### config.mk
export PLATFORM = sky130hd
export DESIGN_NAME = uart_frame_tx
export DESIGN_NICKNAME = d
export VERILOG_FILES = /design/src/rtl/uart_frame_pkg.sv /design/src/rtl/uart_tx_parity.sv /design/src/rtl/uart_tx_shifter.sv /design/src/rtl/uart_frame_tx.sv
export SDC_FILE = /design/constraint.sdc
export NUM_CORES = 1
export LEC_CHECK = 0
export BUFFER_PORTS_ARGS = -buffer_cell sky130_fd_sc_hd__buf_4
export CORE_ASPECT_RATIO = 1.75
export CORE_UTILIZATION = 57
export DETAILED_ROUTE_END_ITERATION = 7
export HOLD_SLACK_MARGIN = 0.08
export PLACE_DENSITY = 0.88
export SLEW_MARGIN = 20
export SYNTH_ARGS = -nofsm -noshare
export SYNTH_HDL_FRONTEND = slang
export SYNTH_HIERARCHICAL = 1
export SYNTH_SLANG_ARGS = --single-unit
### constraint.sdc
create_clock -name clk -period 2 [get_ports clk]
set_input_delay 0.1 -clock clk [delete_from_list [all_inputs] [get_ports clk]]
set_output_delay 0.1 -clock clk [all_outputs]
set_load 0.05 [all_outputs]
### src/rtl/uart_frame_pkg.sv
// Package: shared phase encoding and word-length decode for the frame
// serializer. Assumes the word-length code is two bits wide.
package uart_frame_pkg;

    typedef enum logic [2:0] {
        S_IDLE,
        S_WAIT,
        S_START,
        S_DATA,
        S_PAR,
        S_STOP
    } tx_phase_t;

    // Number of data bits selected by a word-length code (5..8).
    function automatic logic [3:0] bits_for(input logic [1:0] wl);
        return 4'd5 + {2'b00, wl};
    endfunction

endpackage

### src/rtl/uart_tx_parity.sv
// Module: computes the parity bit for one character from the live inputs,
// masking data bits above the selected word length. The stick mode forces
// the level. Assumes MAX_BITS is at most 8 (word length codes reach 8 bits).
module uart_tx_parity #(
    parameter int MAX_BITS = 8
) (
    input  logic [MAX_BITS-1:0] data,
    input  logic [1:0]          wlen,
    input  logic                even_sel,
    input  logic                stick,
    output logic                par_bit
);
    import uart_frame_pkg::*;

    logic [3:0]          nbits;
    logic [MAX_BITS-1:0] masked;
    logic                ones_odd;

    assign nbits = bits_for(wlen);

    // Keep only the bits that will actually be sent.
    for (genvar i = 0; i < MAX_BITS; i++) begin : g_mask
        assign masked[i] = data[i] & (4'(i) < nbits);
    end

    assign ones_odd = ^masked;

    // Pick the parity level: forced in stick mode, else balance the ones.
    always_comb begin
        if (stick)         par_bit = ~even_sel;
        else if (even_sel) par_bit = ones_odd;
        else               par_bit = ~ones_odd;
    end

endmodule

### src/rtl/uart_tx_shifter.sv
// Module: frame sequencer and shifter. Captures one character and its
// format on load, waits for the next strobe, then emits start, data (LSB
// first), optional parity and stop bits, one per strobe. txd is registered.
// Assumes load is only raised while idle and break is low.
module uart_tx_shifter #(
    parameter int MAX_BITS = 8
) (
    input  logic                clk,
    input  logic                rst_n,
    input  logic                bit_tick,
    input  logic                load,
    input  logic [MAX_BITS-1:0] data,
    input  logic [1:0]          wlen,
    input  logic                par_en,
    input  logic                par_in,
    input  logic                two_stop,
    input  logic                brk,
    output logic                txd,
    output logic                idle,
    output logic                done
);
    import uart_frame_pkg::*;

    localparam int CNT_W = $clog2(MAX_BITS);

    tx_phase_t           phase;
    logic [MAX_BITS-1:0] shreg;
    logic [CNT_W-1:0]    left;
    logic                par_q;
    logic                pen_q;
    logic                two_q;
    logic                stop_more;
    logic                txd_q;
    logic                done_q;

    // Advance the frame one bit per strobe and register the line level.
    always_ff @(posedge clk) begin
        if (!rst_n) begin
            phase     <= S_IDLE;
            shreg     <= '0;
            left      <= '0;
            par_q     <= 1'b0;
            pen_q     <= 1'b0;
            two_q     <= 1'b0;
            stop_more <= 1'b0;
            txd_q     <= 1'b1;
            done_q    <= 1'b0;
        end else begin
            done_q <= 1'b0;
            case (phase)
                S_IDLE: begin
                    txd_q <= ~brk;
                    if (load) begin
                        phase <= S_WAIT;
                        shreg <= data;
                        left  <= CNT_W'(bits_for(wlen) - 4'd1);
                        par_q <= par_in;
                        pen_q <= par_en;
                        two_q <= two_stop;
                    end
                end
                S_WAIT: begin
                    if (bit_tick) begin
                        phase <= S_START;
                        txd_q <= 1'b0;
                    end
                end
                S_START: begin
                    if (bit_tick) begin
                        phase <= S_DATA;
                        txd_q <= shreg[0];
                    end
                end
                S_DATA: begin
                    if (bit_tick) begin
                        if (left != '0) begin
                            shreg <= shreg >> 1;
                            left  <= left - 1'b1;
                            txd_q <= shreg[1];
                        end else if (pen_q) begin
                            phase <= S_PAR;
                            txd_q <= par_q;
                        end else begin
                            phase     <= S_STOP;
                            txd_q     <= 1'b1;
                            stop_more <= two_q;
                        end
                    end
                end
                S_PAR: begin
                    if (bit_tick) begin
                        phase     <= S_STOP;
                        txd_q     <= 1'b1;
                        stop_more <= two_q;
                    end
                end
                S_STOP: begin
                    if (bit_tick) begin
                        if (stop_more) begin
                            stop_more <= 1'b0;
                        end else begin
                            phase  <= S_IDLE;
                            txd_q  <= ~brk;
                            done_q <= 1'b1;
                        end
                    end
                end
                default: phase <= S_IDLE;
            endcase
        end
    end

    assign txd  = txd_q;
    assign idle = (phase == S_IDLE);
    assign done = done_q;


    stop_high_chk: assert property (@(posedge clk) disable iff (!rst_n)
        (phase == S_STOP) |-> txd_q);


    tick_only_chk: assert property (@(posedge clk) disable iff (!rst_n)
        (phase != S_IDLE && $past(phase) != S_IDLE && !$past(bit_tick))
            |-> $stable(txd_q));


    break_low_chk: assert property (@(posedge clk) disable iff (!rst_n)
        (phase == S_IDLE && $past(phase) == S_IDLE && $past(brk)) |-> !txd_q);


    done_end_chk: assert property (@(posedge clk) disable iff (!rst_n)
        done_q |-> (phase == S_IDLE && $past(phase) == S_STOP));

endmodule

### src/rtl/uart_frame_tx.sv
// Module: top of the frame serializer. Qualifies the handshake, computes
// the parity bit from the offered character and hands both to the
// sequencer. Assumes bit_tick is a one-cycle pulse per bit period.
module uart_frame_tx #(
    parameter int MAX_BITS = 8
) (
    input  logic                clk,
    input  logic                rst_n,
    input  logic                bit_tick,
    input  logic [1:0]          cfg_wlen,
    input  logic                cfg_par_en,
    input  logic                cfg_even,
    input  logic                cfg_stick,
    input  logic                cfg_two_stop,
    input  logic                cfg_brk,
    input  logic [MAX_BITS-1:0] in_data,
    input  logic                in_valid,
    output logic                in_ready,
    output logic                txd,
    output logic                busy,
    output logic                eot
);
    logic par_bit;
    logic idle;
    logic load;

    assign in_ready = idle & ~cfg_brk;
    assign load     = in_valid & in_ready;
    assign busy     = ~idle;

    uart_tx_parity #(.MAX_BITS(MAX_BITS)) u_parity (
        .data     (in_data),
        .wlen     (cfg_wlen),
        .even_sel (cfg_even),
        .stick    (cfg_stick),
        .par_bit  (par_bit)
    );

    uart_tx_shifter #(.MAX_BITS(MAX_BITS)) u_shifter (
        .clk      (clk),
        .rst_n    (rst_n),
        .bit_tick (bit_tick),
        .load     (load),
        .data     (in_data),
        .wlen     (cfg_wlen),
        .par_en   (cfg_par_en),
        .par_in   (par_bit),
        .two_stop (cfg_two_stop),
        .brk      (cfg_brk),
        .txd      (txd),
        .idle     (idle),
        .done     (eot)
    );


    accept_busy_chk: assert property (@(posedge clk) disable iff (!rst_n)
        (in_valid && in_ready) |=> busy);


    eot_pulse_chk: assert property (@(posedge clk) disable iff (!rst_n)
        eot |=> !eot);


    eot_fall_chk: assert property (@(posedge clk) disable iff (!rst_n)
        eot |-> (!busy && $past(busy)));

endmodule

# Word level (Yosys, flattened, before mapping)
# Index checks and enable logic that the tools add are counted.
[word_totals]
reg_bits = 20
latchBits = 0
mem_bits_rw = 0
rom_bits = 0
input_bits = 19
output_inout_bits = 4
wordCells = 96
memories = 0
[classes]
add_sub_neg = 3
multipliers = 0
n_div = 0
n_lt_le_gt_ge = 8
n_eq_ne = 15
shifts = 0
n_mux = 35
n_bitwise = 14
n_reduce_logical = 12
[op_table]
columns = ["cell", "n"]
rows = [
  ["2-to-1 mux 3 bit", 11],
  ["2-to-1 mux 8 bit", 3],
  ["case mux 3 bit (6 select lines)", 1],
  ["less-than comparator 3 x 4 -> 1 bit, first input constant", 4],
  ["2-to-1 mux 1 bit", 16],
  ["inequality test 2 bit, second input constant", 8],
  ["case mux 8 bit (2 select lines)", 1],
  ["bitwise AND 1 bit", 10],
  ["less-than comparator 1 x 4 -> 1 bit, first input constant", 2],
  ["less-than comparator 2 x 4 -> 1 bit, first input constant", 2],
  ["AND reduction 8 bit", 1],
  ["parity 8 bit", 1],
  ["AND reduction 7 bit", 1],
  ["equality test 3 x 2 -> 1 bit, second input constant", 2],
  ["equality test 3 bit, second input constant", 2],
  ["case mux 1 bit (6 select lines)", 1],
  ["case mux 3 bit (2 select lines)", 1],
  ["AND reduction 6 bit", 1],
  ["nonzero test 3 bit", 2],
  ["nonzero test 6 bit", 1],
  ["subtractor 3 x 1 -> 3 bit, second input constant", 2],
  ["adder 3 x 2 -> 4 bit, first input constant", 1],
  ["inequality test 2 x 1 -> 1 bit, second input constant", 2],
  ["NOT 1 bit", 4],
  ["other kinds (7)", 7],
]

# Depth between registers and ports, before layout
# Gate-level depths: netlist of the first run.
[logic_depth]
word_depth = 7
mapped_depth = 7
mapped_depth_nobuf = 7

# Modules after synthesis
# The synthesis of the first run kept the hierarchy.
[by_module_without_submodules]
columns = ["module", "instances", "cells_each", "area_per_inst_um2", "seq_area_each_um2"]
rows = [
  ["uart_tx_shifter", 1, 142, 1376.3, 400.4],
  ["uart_tx_parity", 1, 16, 151.4, 0.0],
  ["uart_frame_tx", 1, 3, 18.8, 0.0],
]

# Least setup slack after synthesis of the first run
# No wires, ideal clock.
[synth_timing]
path_type = "register to register"
startpoint = "register u_shifter.phase[0]"
endpoint = "register u_shifter.phase[2]"
setup_time_ps = 88
t_arrival_ps = 1521
required_time_ps = 1912
slack_ps = 391
path_stages_with_launch = 8
path_buffers = 1
period_less_slack_ps = 1609
path_cell_list = "dfxtp_1 > buf_6 > nor3_2 > and3b_1 > nor3_1 > a31oi_1 > o221ai_2 > o32ai_2"
[synth_via]
elab_chain_len = 5
elab_cells_between_ends = 18
classes_between = "eq/ne: 13; mux: 1; bitwise: 2; reduce/logical: 2"
[synth_rtl]
columns = ["element", "line_no", "text"]
rows = [
  ["from (decl)", "uart_tx_shifter.sv:26", "tx_phase_t phase;"],
  ["from (signal assigned)", "uart_tx_shifter.sv:39", "phase <= S_IDLE;"],
  ["from (signal assigned)", "uart_tx_shifter.sv:54", "phase <= S_WAIT;"],
  ["from (signal assigned)", "uart_tx_shifter.sv:64", "phase <= S_START;"],
  ["logical NOT 3 bit", "uart_tx_shifter.sv:114", "assign idle = (phase == S_IDLE);"],
  ["net idle", "uart_frame_tx.sv:24", "logic idle;"],
  ["bitwise AND 1 bit", "uart_frame_tx.sv:27", "assign in_ready = idle & ~cfg_brk;"],
  ["bitwise AND 1 bit", "uart_frame_tx.sv:28", "assign load = in_valid & in_ready;"],
  ["net load", "uart_frame_tx.sv:25", "logic load;"],
  ["inequality test 2 x 1 -> 1 bit (no source line)", "--", ""],
  ["AND reduction 8 bit (no source line)", "--", ""],
]
# The timed path passes the listed nets, and every way through them passes these cells.
# A chain may end at the register's enable or synchronous reset.

# Worst setup path in the final report of the first run
[layout_timing]
startpoint = "register u_shifter.left[0]"
endpoint = "register u_shifter.txd_q (netlist: u_shifter/txd)"
[layout_via]
elab_chain_len = 4
[layout_rtl]
columns = ["element", "line_no", "text"]
rows = [
  ["from (decl)", "uart_tx_shifter.sv:28", "logic [CNT_W-1:0] left;"],
  ["from (signal assigned)", "uart_tx_shifter.sv:56", "left <= CNT_W'(bits_for(wlen) - 4'd1);"],
  ["from (signal assigned)", "uart_tx_shifter.sv:78", "left <= left - 1'b1;"],
  ["nonzero test 3 bit", "uart_tx_shifter.sv:76", "if (left != '0) begin"],
  ["2-to-1 mux 1 bit", "uart_tx_shifter.sv:76", ""],
  ["2-to-1 mux 1 bit", "uart_tx_shifter.sv:75", "if (bit_tick) begin"],
  ["case mux 1 bit (6 select lines)", "uart_tx_shifter.sv:50", "case (phase)"],
  ["to (signal assigned)", "uart_tx_shifter.sv:52", "txd_q <= ~brk;"],
  ["to (signal assigned)", "uart_tx_shifter.sv:79", "txd_q <= shreg[1];"],
  ["to (signal assigned)", "uart_tx_shifter.sv:82", "txd_q <= par_q;"],
  ["to (decl)", "uart_tx_shifter.sv:33", "logic txd_q;"],
]
# No other way between the ends. The select of a mux whose other input is x is not followed.

==> reports/results.ini, run 1 <==
[run_status]
outcome=finished clean

[clock_network]
cts.htree.levels=1
cts_tree=built
cts_resized=0
clk_path_buf_depth=2
cts_inserted_buffers=3
clock_latency_ps=260
cts.clk_slew.worst_paths_ps=80
cts_num_sinks=20
root_buffer=clkbuf_8

[power_and_ir_drop]
leakage_nw=0.6920
switchingPower_mw=0.7165
netSwitchingFraction_pct=41.58
clock_power_share_pct=18.1
powerDensity_nw_per_um2=999.4
p_comb_share_pct=51.9
power_frac_seq_pct=29.9
vdd_drop_max_uv=538.5
p_int_mw=1.007

[sta]
rsz0062_at_grt=false
tightest_slew_ps=432.8
slew_headroom_pct=71.15
finClkSkew_ps=3.926
final.setup.tns_ps=0
period_share_pct=86.92
fin_crit_ps=1738
slew_violations=0
hold_viol_final=0
fmax_ghz=0.5752
setup_viol=0

[setup_path]
required_ps=2140
crit_chain=inv_1, ha_1, nor2b_4, mux2_1, a211oi_1, o211ai_1
critPathMaxStageDelay_ps=350
crit_family=compound AO/OA/AOI/OAI gates
arrival_ps=1880
ff2ff_setup_slack_ps=260
cp_max_fo=4
cp_num_buf_inv=1
startpoint_type=flop
endpoint_kind=flop
crit_type=reg2reg
cp_slowest_cell=mux2_1

[die]
die_height_um=70.91
num_io_pins=23
rows=24
start_util_pct=61.31
placeableCoreArea_um2=2522
die_area_um2=2934
die_w_um=41.38

[global_route]
antenna_found_initial=0
met1_usage_pct=28.34
grt_usage_pct=26.29
grt_pass1_vias=1222
grt-ovfl-total=0
grt_pass1_wl_mm=5.340
grt_busiest_layer=met2
grt_max_degree=18
grt_use_met3_pct=5.016
grt.met2_usage_pct=44.79

[routing]
drt-pass1-iter-count=4
num_vias=1303
drt_iter0_drc=19
ant_nets=0
drt-total-wl_mm=3.366
drc=0
wl_per_cell_um=16.42
via_per_inst=6.356

[placement]
place_inst=199
port_buffers=22
place_area_um2=1649
globalplace.congestion=0.7809
hpwl_mm=2.445

[worst_hold_path]
hold_path_class=in2reg

[synthesis]
synth_nets=182
yosys_warnings=6
ys_ff_latch=20
synth-seq-area-share_pct=25.89
avgSynthCellArea_um2=9.605
synthCells=161
synthFlopType=dfxtp_1
synth-edff-count=0
async_flop_share_pct=0
syn_area_um2=1546
synth.distinct_cells=55

[layout]
final_area_um2=1724
fin_nets=201
drive_gt1_share_pct=31.28
antenna_cells=0
final_cells=205
area_delta_synth_final_pct=11.49

[flow_run]
maxCapViolations=0

-- state kept, by name, indices dropped and copies added, names as in the netlist --
| name | flops |
|---|---|
| u_shifter/done | 1 |
| u_shifter/left | 3 |
| u_shifter/par_q | 1 |
| u_shifter/pen_q | 1 |
| u_shifter/phase | 3 |
| u_shifter/shreg | 8 |
| u_shifter/stop_more | 1 |
| u_shifter/two_q | 1 |
| u_shifter/txd | 1 |
-- worst register-to-register path: stages, from the launching register on --
cell and delay, ps:
dfxtp_1 300, inv_1 120, ha_1 190, nor2b_4 230
mux2_1 350, a211oi_1 300, o211ai_1 130
-- final cells by class --
type                    instances  area, um2
multi-input cells             121      999.7
fillers                       203      798.3
flip-flops and latches         20      400.4
repair buffers                 27      207.7
clock buffers                   4      55.05
well taps                      26      32.53
inverters                       7      28.78
-- stage by stage --
stage | setup WS, ps | total power, mW | utilization [%] | hold WS, ps
after floorplan | 390.9 | 1.278 | - | 199.0
after global placement | 364.0 | 1.375 | 65.38 | 334.5
after detailed placement | 322.9 | 1.401 | 65.38 | 346.6
after CTS | 256.5 | 1.723 | 68.35 | 86.19
after global routing | 188.6 | 1.820 | 68.35 | 92.47
final | 261.5 | 1.723 | 68.35 | 87.68
-- synth_stat cells (2+ instances only) --
library cell	count	share of area, %
a311oi_2	7	6.8
ha_1	2	1.6
o21ai_0	3	0.97
and3b_1	4	2.3
nand2_1	23	5.6
xnor2_1	2	1.1
mux2i_1	5	3.2
xor2_1	3	1.7
a21oi_1	12	3.9
o211ai_1	2	0.97
a211oi_1	2	0.97
nor2_1	7	1.7
nor2_8	2	2.6
nor2b_1	4	1.6
nand4_1	2	0.81
a31oi_1	2	0.81
nor3_1	4	1.3
a221oi_2	2	1.9
buf_4	5	2.4
o21ai_1	2	0.65
buf_6	5	3.6
nand2b_1	3	1.2
nand3_1	2	0.65
inv_1	5	1.2
dfxtp_1	20	26
nor4_1	2	0.81
-- placed cells by master (no fill, tap or decap), types with 4 or more instances in the layout --
cell,netlist,final
a311oi_2,7,7
nor3_1,4,4
a21oi_1,12,12
dfxtp_1,20,20
nor2b_1,4,4
buf_4,5,25
clkbuf_8,0,4
inv_1,5,5
mux2i_1,5,5
nor2_1,7,7
nand2_1,23,23
and3b_1,4,4
-- power by group through the flow --
stage | sequential, mW | clock, mW | combinational, mW
after floorplan | 0.535 | 0 | 0.743
after CTS | 0.514 | 0.316 | 0.893
final | 0.516 | 0.313 | 0.895
after global placement | 0.522 | 0 | 0.854
after detailed placement | 0.523 | 0 | 0.878
after global routing | 0.523 | 0.340 | 0.957
-- per-layer routing --
metal / part of all wire (%) / vias to the layer above
li1: - / 628
met5: 0 / -
met4: 3.7 / 0
met2: 54 / 44
met1: 39 / 619
met3: 4.0 / 12
-- final timing paths --
check,start,endpoint,cells past startpoint
hold / removal,rst_n,u_shifter/txd,2
setup reg to reg,u_shifter/left[0],u_shifter/txd,6
setup / recovery,u_shifter/left[0],u_shifter/txd,6
hold reg to reg,u_shifter/two_q,u_shifter/stop_more,2
-- cells by family after synthesis --
family	count (synthesis)	share of synthesized area, %
DFF	20	25.89
AOI/OAI and AO/OA	45	29.77
and+or+nand+nor	61	23.95
adders and majority gates	2	1.618
muxes	6	3.964
xor gates and xnor gates	7	5.341
buffers and inverters	20	9.465
-- timing repair --
| action | CTS | global route |
|---|---|---|
| endpoints found under the hold margin | 2 | 0 |
| buffers inserted | 0 | 0 |
| hold buffers | 2 | 0 |
No activity file was read; power rests on OpenSTA's default activity.
==> run 2, diff against run 1 <==
--- a/config.mk
+++ b/config.mk
@@ -11,7 +11,7 @@
 export DETAILED_ROUTE_END_ITERATION = 7
 export HOLD_SLACK_MARGIN = 0.08
 export PLACE_DENSITY = 0.88
-export SLEW_MARGIN = 20
+export SLEW_MARGIN = 5
 export SYNTH_ARGS = -nofsm -noshare
 export SYNTH_HDL_FRONTEND = slang
 export SYNTH_HIERARCHICAL = 1
==> constraint.sdc (replaced) <==
create_clock -name clk -period 1.6 [get_ports clk]
set_input_delay 0.08 -clock clk [delete_from_list [all_inputs] [get_ports clk]]
set_output_delay 0.08 -clock clk [all_outputs]
set_load 0.05 [all_outputs]
==> run 2 against run 1 <==
The flow now finishes with violations (negative setup slack). Non-clock buffer count is 14 higher. Highest routed layer unchanged. Final area is 12% higher. Largest cell class unchanged. Critical endpoint is now u_shifter/left[2]. First-iteration DRC count is 5.3% lower. Wire length is 22% higher. Clock skew is 0.54 ps higher. Clock power is 68% higher. Core utilization is 8.3 points higher.
==> reports/results.ini, run 2 (synthesized netlist as in run 1, its figures left out) <==
[run_status]
outcome=finished with violations  ; was finished clean
violations=negative setup slack

[sta]
fin_crit_ps=1626  ; was 1738 ps
rsz0062_at_grt=true  ; was false
slew_headroom_pct=72.13  ; was 71.15%
hold_viol_final=0  ; unchanged
tightest_slew_ps=417.5  ; was 432.8 ps
setup_slack_ps=-26.06  ; was 261.5 ps
slew_violations=0  ; unchanged
hold_ws_ps=123.5  ; was 87.68 ps
finClkSkew_ps=4.466  ; was 3.926 ps
period_share_pct=101.6  ; was 86.92%
setup_viol=1  ; was 0
fmax_ghz=0.6150  ; was 0.5752 GHz

[routing]
ant_nets=0  ; unchanged
drt_iter0_drc=18  ; was 19
drt-pass1-iter-count=4  ; unchanged
via_per_inst=6.274  ; was 6.356
num_vias=1374  ; was 1303
drt-total-wl_mm=4.091  ; was 3.366 mm
drc=0  ; unchanged
wl_per_cell_um=18.68  ; was 16.42 um

[clock_network]
clk_path_buf_depth=2  ; unchanged
clock_latency_ps=270  ; was 260 ps
cts.htree.levels=1  ; unchanged
cts.clk_slew.worst_paths_ps=80  ; about the same
root_buffer=clkbuf_8  ; unchanged
cts_num_sinks=20  ; unchanged
cts_tree=built  ; unchanged
cts_inserted_buffers=3  ; unchanged

[die]
start_util_pct=61.31  ; unchanged
die_height_um=70.91  ; unchanged
num_io_pins=23  ; unchanged
placeableCoreArea_um2=2522  ; unchanged
die_area_um2=2934  ; unchanged
die_w_um=41.38  ; unchanged
rows=24  ; unchanged

[worst_hold_path]
hold_path_class=in2reg  ; unchanged

[layout]
largest_reg_flops=8  ; unchanged
num-fill-cells=166  ; was 203
fin_nets=215  ; was 201
final_cell_mix=buf_4 (31), nand2_1 (23), dfxtp_1 (17)  ; was buf_4 (25), nand2_1 (23), dfxtp_1 (20)
antenna_cells=0  ; unchanged
final_area_um2=1933  ; was 1724 um2
drive_gt1_share_pct=41.45  ; was 31.28%
mostFrequentLayoutCell=buf_4  ; unchanged
fin_util_pct=76.64  ; was 68.35%
area_delta_synth_final_pct=25.00  ; was 11.49%
top_register=u_shifter/shreg  ; unchanged
reg.largest.list=u_shifter/shreg: 8 flops, u_shifter/left: 3 flops, u_shifter/phase: 3 flops  ; unchanged

[setup_path]
crit_family=compound AO/OA/AOI/OAI gates  ; unchanged
path_common_cell=buf_6
critPathMaxStageDelay_ps=350  ; about the same
crit_type=reg2reg  ; unchanged
arrival_ps=1810  ; was 1880 ps
cp_max_fo=4  ; unchanged
crit_chain=inv_2, ha_4, nor2b_4, buf_6, o2bb2ai_4, buf_6, o211ai_2, a221oi_2  ; was inv_1, ha_1, nor2b_4, mux2_1, a211oi_1, o211ai_1
required_ps=1780  ; was 2140 ps
cp_num_buf_inv=3  ; was 1
startpoint_type=flop  ; unchanged
endpoint_kind=flop  ; unchanged
cp_slowest_cell=dfxtp_2  ; was mux2_1

[power_and_ir_drop]
power_mw=2.528  ; was 1.723 mW
powerDensity_nw_per_um2=1308  ; was 999.4 nW/um2
vdd_drop_max_uv=911.9  ; was 538.5 uV
leakage_nw=0.7923  ; was 0.6920 nW

[global_route]
grt_max_degree=18  ; unchanged
antenna_found_initial=0  ; unchanged
grt_usage_pct=31.12  ; was 26.29%
grt-ovfl-total=0  ; unchanged
grt_pass1_wl_mm=6.313  ; was 5.340 mm
grt_pass1_vias=1396  ; was 1222

[placement]
globalplace.congestion=0.7541  ; was 0.7809
place_area_um2=1708  ; was 1649 um2
dp_slack_ps=-57.24  ; was 322.9 ps
hpwl_mm=2.560  ; was 2.445 mm
port_buffers=22  ; unchanged

[flow_run]
maxCapViolations=0  ; unchanged

## run 2: cell types whose count changed in the layout (fill, tap and decap cells not counted), sizes merged
cell         change
buf             +13
clkbuf           -1
dlygate4sd3      +1
bufinv           +1
## run 2: through the flow
stage,TNS [ps],instances
global placement,-0.07483,205
CTS,-20.30,216
global route,-148.2,219
finish,-26.06,219
detailed placement,-108.9,205
floorplan,0,161
## run 2: area by class of cell
type,count,area [um2],share of cell area (%)
flip-flops and latches,20,404.1,20.91
clock inverters,1,30.03,1.553
multi-input cells,121,1033,53.46
inverters,7,28.78,1.489
repair buffers,41,362.8,18.77
clock buffers,3,41.29,2.136
well taps,26,32.53,1.683
## run 2: worst paths after layout
kind,start,slack [ps],cells after the start,endpoint
worst min register to register,u_shifter/two_q,490,2,u_shifter/stop_more
worst min-delay path,in_data[3],120,3,u_shifter/shreg[3]
worst max-delay path,u_shifter/left[1],-30,8,u_shifter/left[2]
worst max register to register,u_shifter/left[1],-30,8,u_shifter/left[2]
## run 2: timing repair
action	4_1_cts	5_1_grt
setup buffers	4	3
endpoints found under the setup margin	2	13
pin swaps	2	14
gates resized for setup	3	15
endpoints found under the hold margin	3	0
hold buffers	3	0
## run 2: where the power goes
part	switching, mW	leakage, nW	total (mW)	internal (mW)
clock	0.190	0.0357	0.525	0.335
combinational	0.736	0.592	1.33	0.596
sequential	0.0809	0.165	0.671	0.590
total	1.01	0.792	2.53	1.52
## run 2: metal layers
layer / up-vias / track usage, % / wire length, um / part of all wire, %
met5: - / 0 / 0 / 0
met4: 0 / 13.98 / 87 / 2.1
met3: 10 / 4.702 / 121 / 3.0
met2: 43 / 53.99 / 2343 / 57
met1: 673 / 33.93 / 1539 / 38
li1: 648 / - / - / -
## run 2: worst min-delay path: cells and delay by family
kind / cells / cell delay, ps
buffers and inverters: 1 / 110
and+or+nand+nor: 1 / 60
AOI/OAI and AO/OA: 1 / 90
==> run 3, diff against run 2 <==
--- a/config.mk
+++ b/config.mk
@@ -6,11 +6,14 @@
 export NUM_CORES = 1
 export LEC_CHECK = 0
 export BUFFER_PORTS_ARGS = -buffer_cell sky130_fd_sc_hd__buf_4
+export CELL_PAD_IN_SITES_DETAIL_PLACEMENT = 0
+export CELL_PAD_IN_SITES_GLOBAL_PLACEMENT = 1
 export CORE_ASPECT_RATIO = 1.75
-export CORE_UTILIZATION = 57
+export CORE_UTILIZATION = 43
 export DETAILED_ROUTE_END_ITERATION = 7
 export HOLD_SLACK_MARGIN = 0.08
-export PLACE_DENSITY = 0.88
+export PLACE_DENSITY_LB_ADDON = 0.2
+export REMOVE_ABC_BUFFERS = 1
 export SLEW_MARGIN = 5
 export SYNTH_ARGS = -nofsm -noshare
 export SYNTH_HDL_FRONTEND = slang
==> run 3 against run 2 <==
The run now ends clean. Largest power group unchanged. Clock skew up 2.3 ps. Core utilization down 21 points. Clock power fell by 26%. Highest routed layer unchanged. Worst hold slack improved by 13 ps. Total power fell by 9.3%.
==> reports/results.ini, run 3 (synthesized netlist as in run 1, its figures left out) <==
[power_and_ir_drop]
leakage_nw=0.7692  ; was 0.7923 nW
powerDensity_nw_per_um2=1207  ; was 1308 nW/um2
vdd_drop_max_uv=777.0  ; was 911.9 uV

[sta]
period_share_pct=97.19  ; was 101.6%
slew_headroom_pct=72.24  ; was 72.13%
setup_viol=0  ; was 1
hold_viol_final=0  ; unchanged
hold_ws_ps=136.1  ; was 123.5 ps
fmax_ghz=0.6431  ; was 0.6150 GHz
final.setup.tns_ps=0  ; was -26.06 ps
tightest_slew_ps=415.8  ; was 417.5 ps
fin_crit_ps=1555  ; was 1626 ps
rsz0062_at_grt=true  ; unchanged
finClkSkew_ps=6.795  ; was 4.466 ps
slew_violations=0  ; unchanged

[global_route]
antenna_found_initial=0  ; unchanged
grt-ovfl-total=0  ; unchanged
grt_pass1_wl_mm=5.623  ; was 6.313 mm
grt_max_degree=18  ; unchanged
grt_pass1_vias=1233  ; was 1396
grt_usage_pct=19.93  ; was 31.12%

[routing]
drc=0  ; unchanged
via_per_inst=5.498  ; was 6.274
wl_per_cell_um=14.71  ; was 18.68 um
drt-pass1-iter-count=4  ; unchanged
drt_iter0_drc=33  ; was 18
ant_nets=0  ; unchanged
drt-total-wl_mm=3.486  ; was 4.091 mm
num_vias=1303  ; was 1374

[layout]
largest_reg_flops=8  ; unchanged
num-fill-cells=313  ; was 166
antenna_cells=0  ; unchanged
top_register=u_shifter/shreg  ; unchanged
final_cell_mix=buf_4 (32), nand2_1 (23), dfxtp_1 (17)  ; was buf_4 (31), nand2_1 (23), dfxtp_1 (17)
final_cells=237  ; was 219
fin_nets=214  ; was 215
area_delta_synth_final_pct=22.82  ; was 25.00%
mostFrequentLayoutCell=buf_4  ; unchanged
reg.largest.list=u_shifter/shreg: 8 flops, u_shifter/left: 3 flops, u_shifter/phase: 3 flops  ; unchanged
fin_util_pct=55.89  ; was 76.64%
drive_gt1_share_pct=40.10  ; was 41.45%

[clock_network]
cts.clk_slew.worst_paths_ps=80  ; about the same
cts_tree=built  ; unchanged
cts_num_sinks=20  ; unchanged
cts.htree.levels=1  ; unchanged
clock_latency_ps=260  ; was 270 ps
root_buffer=clkbuf_8  ; unchanged
cts_inserted_buffers=3  ; unchanged
clk_path_buf_depth=2  ; unchanged

[setup_path]
crit_type=reg2reg  ; unchanged
required_ps=1770  ; was 1780 ps
endpoint_kind=flop  ; unchanged
arrival_ps=1730  ; was 1810 ps
cp_max_fo=17  ; was 4
startpoint_type=flop  ; unchanged

[die]
placeableCoreArea_um2=3398  ; was 2522 um2
die_w_um=47.34  ; was 41.38 um
rows=28  ; was 24
num_io_pins=23  ; unchanged
die_area_um2=3850  ; was 2934 um2
die_height_um=81.34  ; was 70.91 um
start_util_pct=45.51  ; was 61.31%

[worst_hold_path]
hold_path_class=in2reg  ; unchanged

[placement]
hpwl_mm=2.585  ; was 2.560 mm
port_buffers=22  ; unchanged
place_inst=224  ; was 205
globalplace.congestion=0.7556  ; was 0.7541

[flow_run]
maxCapViolations=0  ; unchanged

[run_status]
outcome=finished clean  ; was finished with violations

run 3: changes by cell type in the layout (fill, tap and decap cells not counted), sizes merged:
cell	before	now
clkbuf	3	4
bufinv	1	0
nor2	9	10
buf	38	36
run 3: critical path: stages, from the launching register on:
cell and delay, ps:
dfxtp_1 400, buf_6 240, nand2_4 110, o2bb2ai_4 280
o211ai_1 160, a221oi_2 280
run 3: cell type report:
| type | instances | area [um2] | area share [%] |
|---|---|---|---|
| Multi-Input combinational cell | 122 | 1040 | 54.74 |
| Sequential cell | 20 | 404.1 | 21.28 |
| Timing Repair Buffer | 39 | 315.3 | 16.60 |
| Tap cell | 45 | 56.30 | 2.964 |
| Clock buffer | 4 | 55.05 | 2.899 |
| Inverter | 7 | 28.78 | 1.515 |
run 3: report_power, final:
part	total, mW	internal [mW]	switching [mW]
clock network	0.389	0.219	0.170
registers	0.655	0.590	0.0646
logic	1.25	0.559	0.690
run 3: through the flow:
stage          area [um2]  total power [mW]  setup WS (ps)
6_report             1899             2.293          44.93
5_1_grt              1899             2.433         -35.42
4_1_cts              1821             2.221          6.991
3_5_place_dp         1718             1.787         -74.59
3_3_place_gp         1718             1.755         -42.20
2_1_floorplan        1429             1.495         -310.5
run 3: what timing repair did:
| item | 4_1_cts | 5_1_grt |
|---|---|---|
| endpoints found under the setup margin | 12 | 16 |
| pin swaps | 0 | 7 |
| hold buffers | 3 | 0 |
| setup buffers | 1 | 4 |
| endpoints found under the hold margin | 3 | 0 |
| gates resized for setup | 4 | 13 |
| cloned | 0 | 1 |
run 3: final timing paths:
kind / from / endpoint / slack, ps / depth (start not counted)
hold / removal: in_data[4] / u_shifter/shreg[4] / 140 / 3
hold reg to reg: u_shifter/two_q / u_shifter/stop_more / 480 / 2
setup reg to reg: u_shifter/phase[0] / u_shifter/left[0] / 40 / 5
setup / recovery: u_shifter/phase[0] / u_shifter/left[0] / 40 / 5
run 3: routing by layer:
layer	track usage [%]	wire length, um
met1	21.68	1350
met2	37.67	1996
met3	2.222	97
met4	5.429	42
met5	0	0
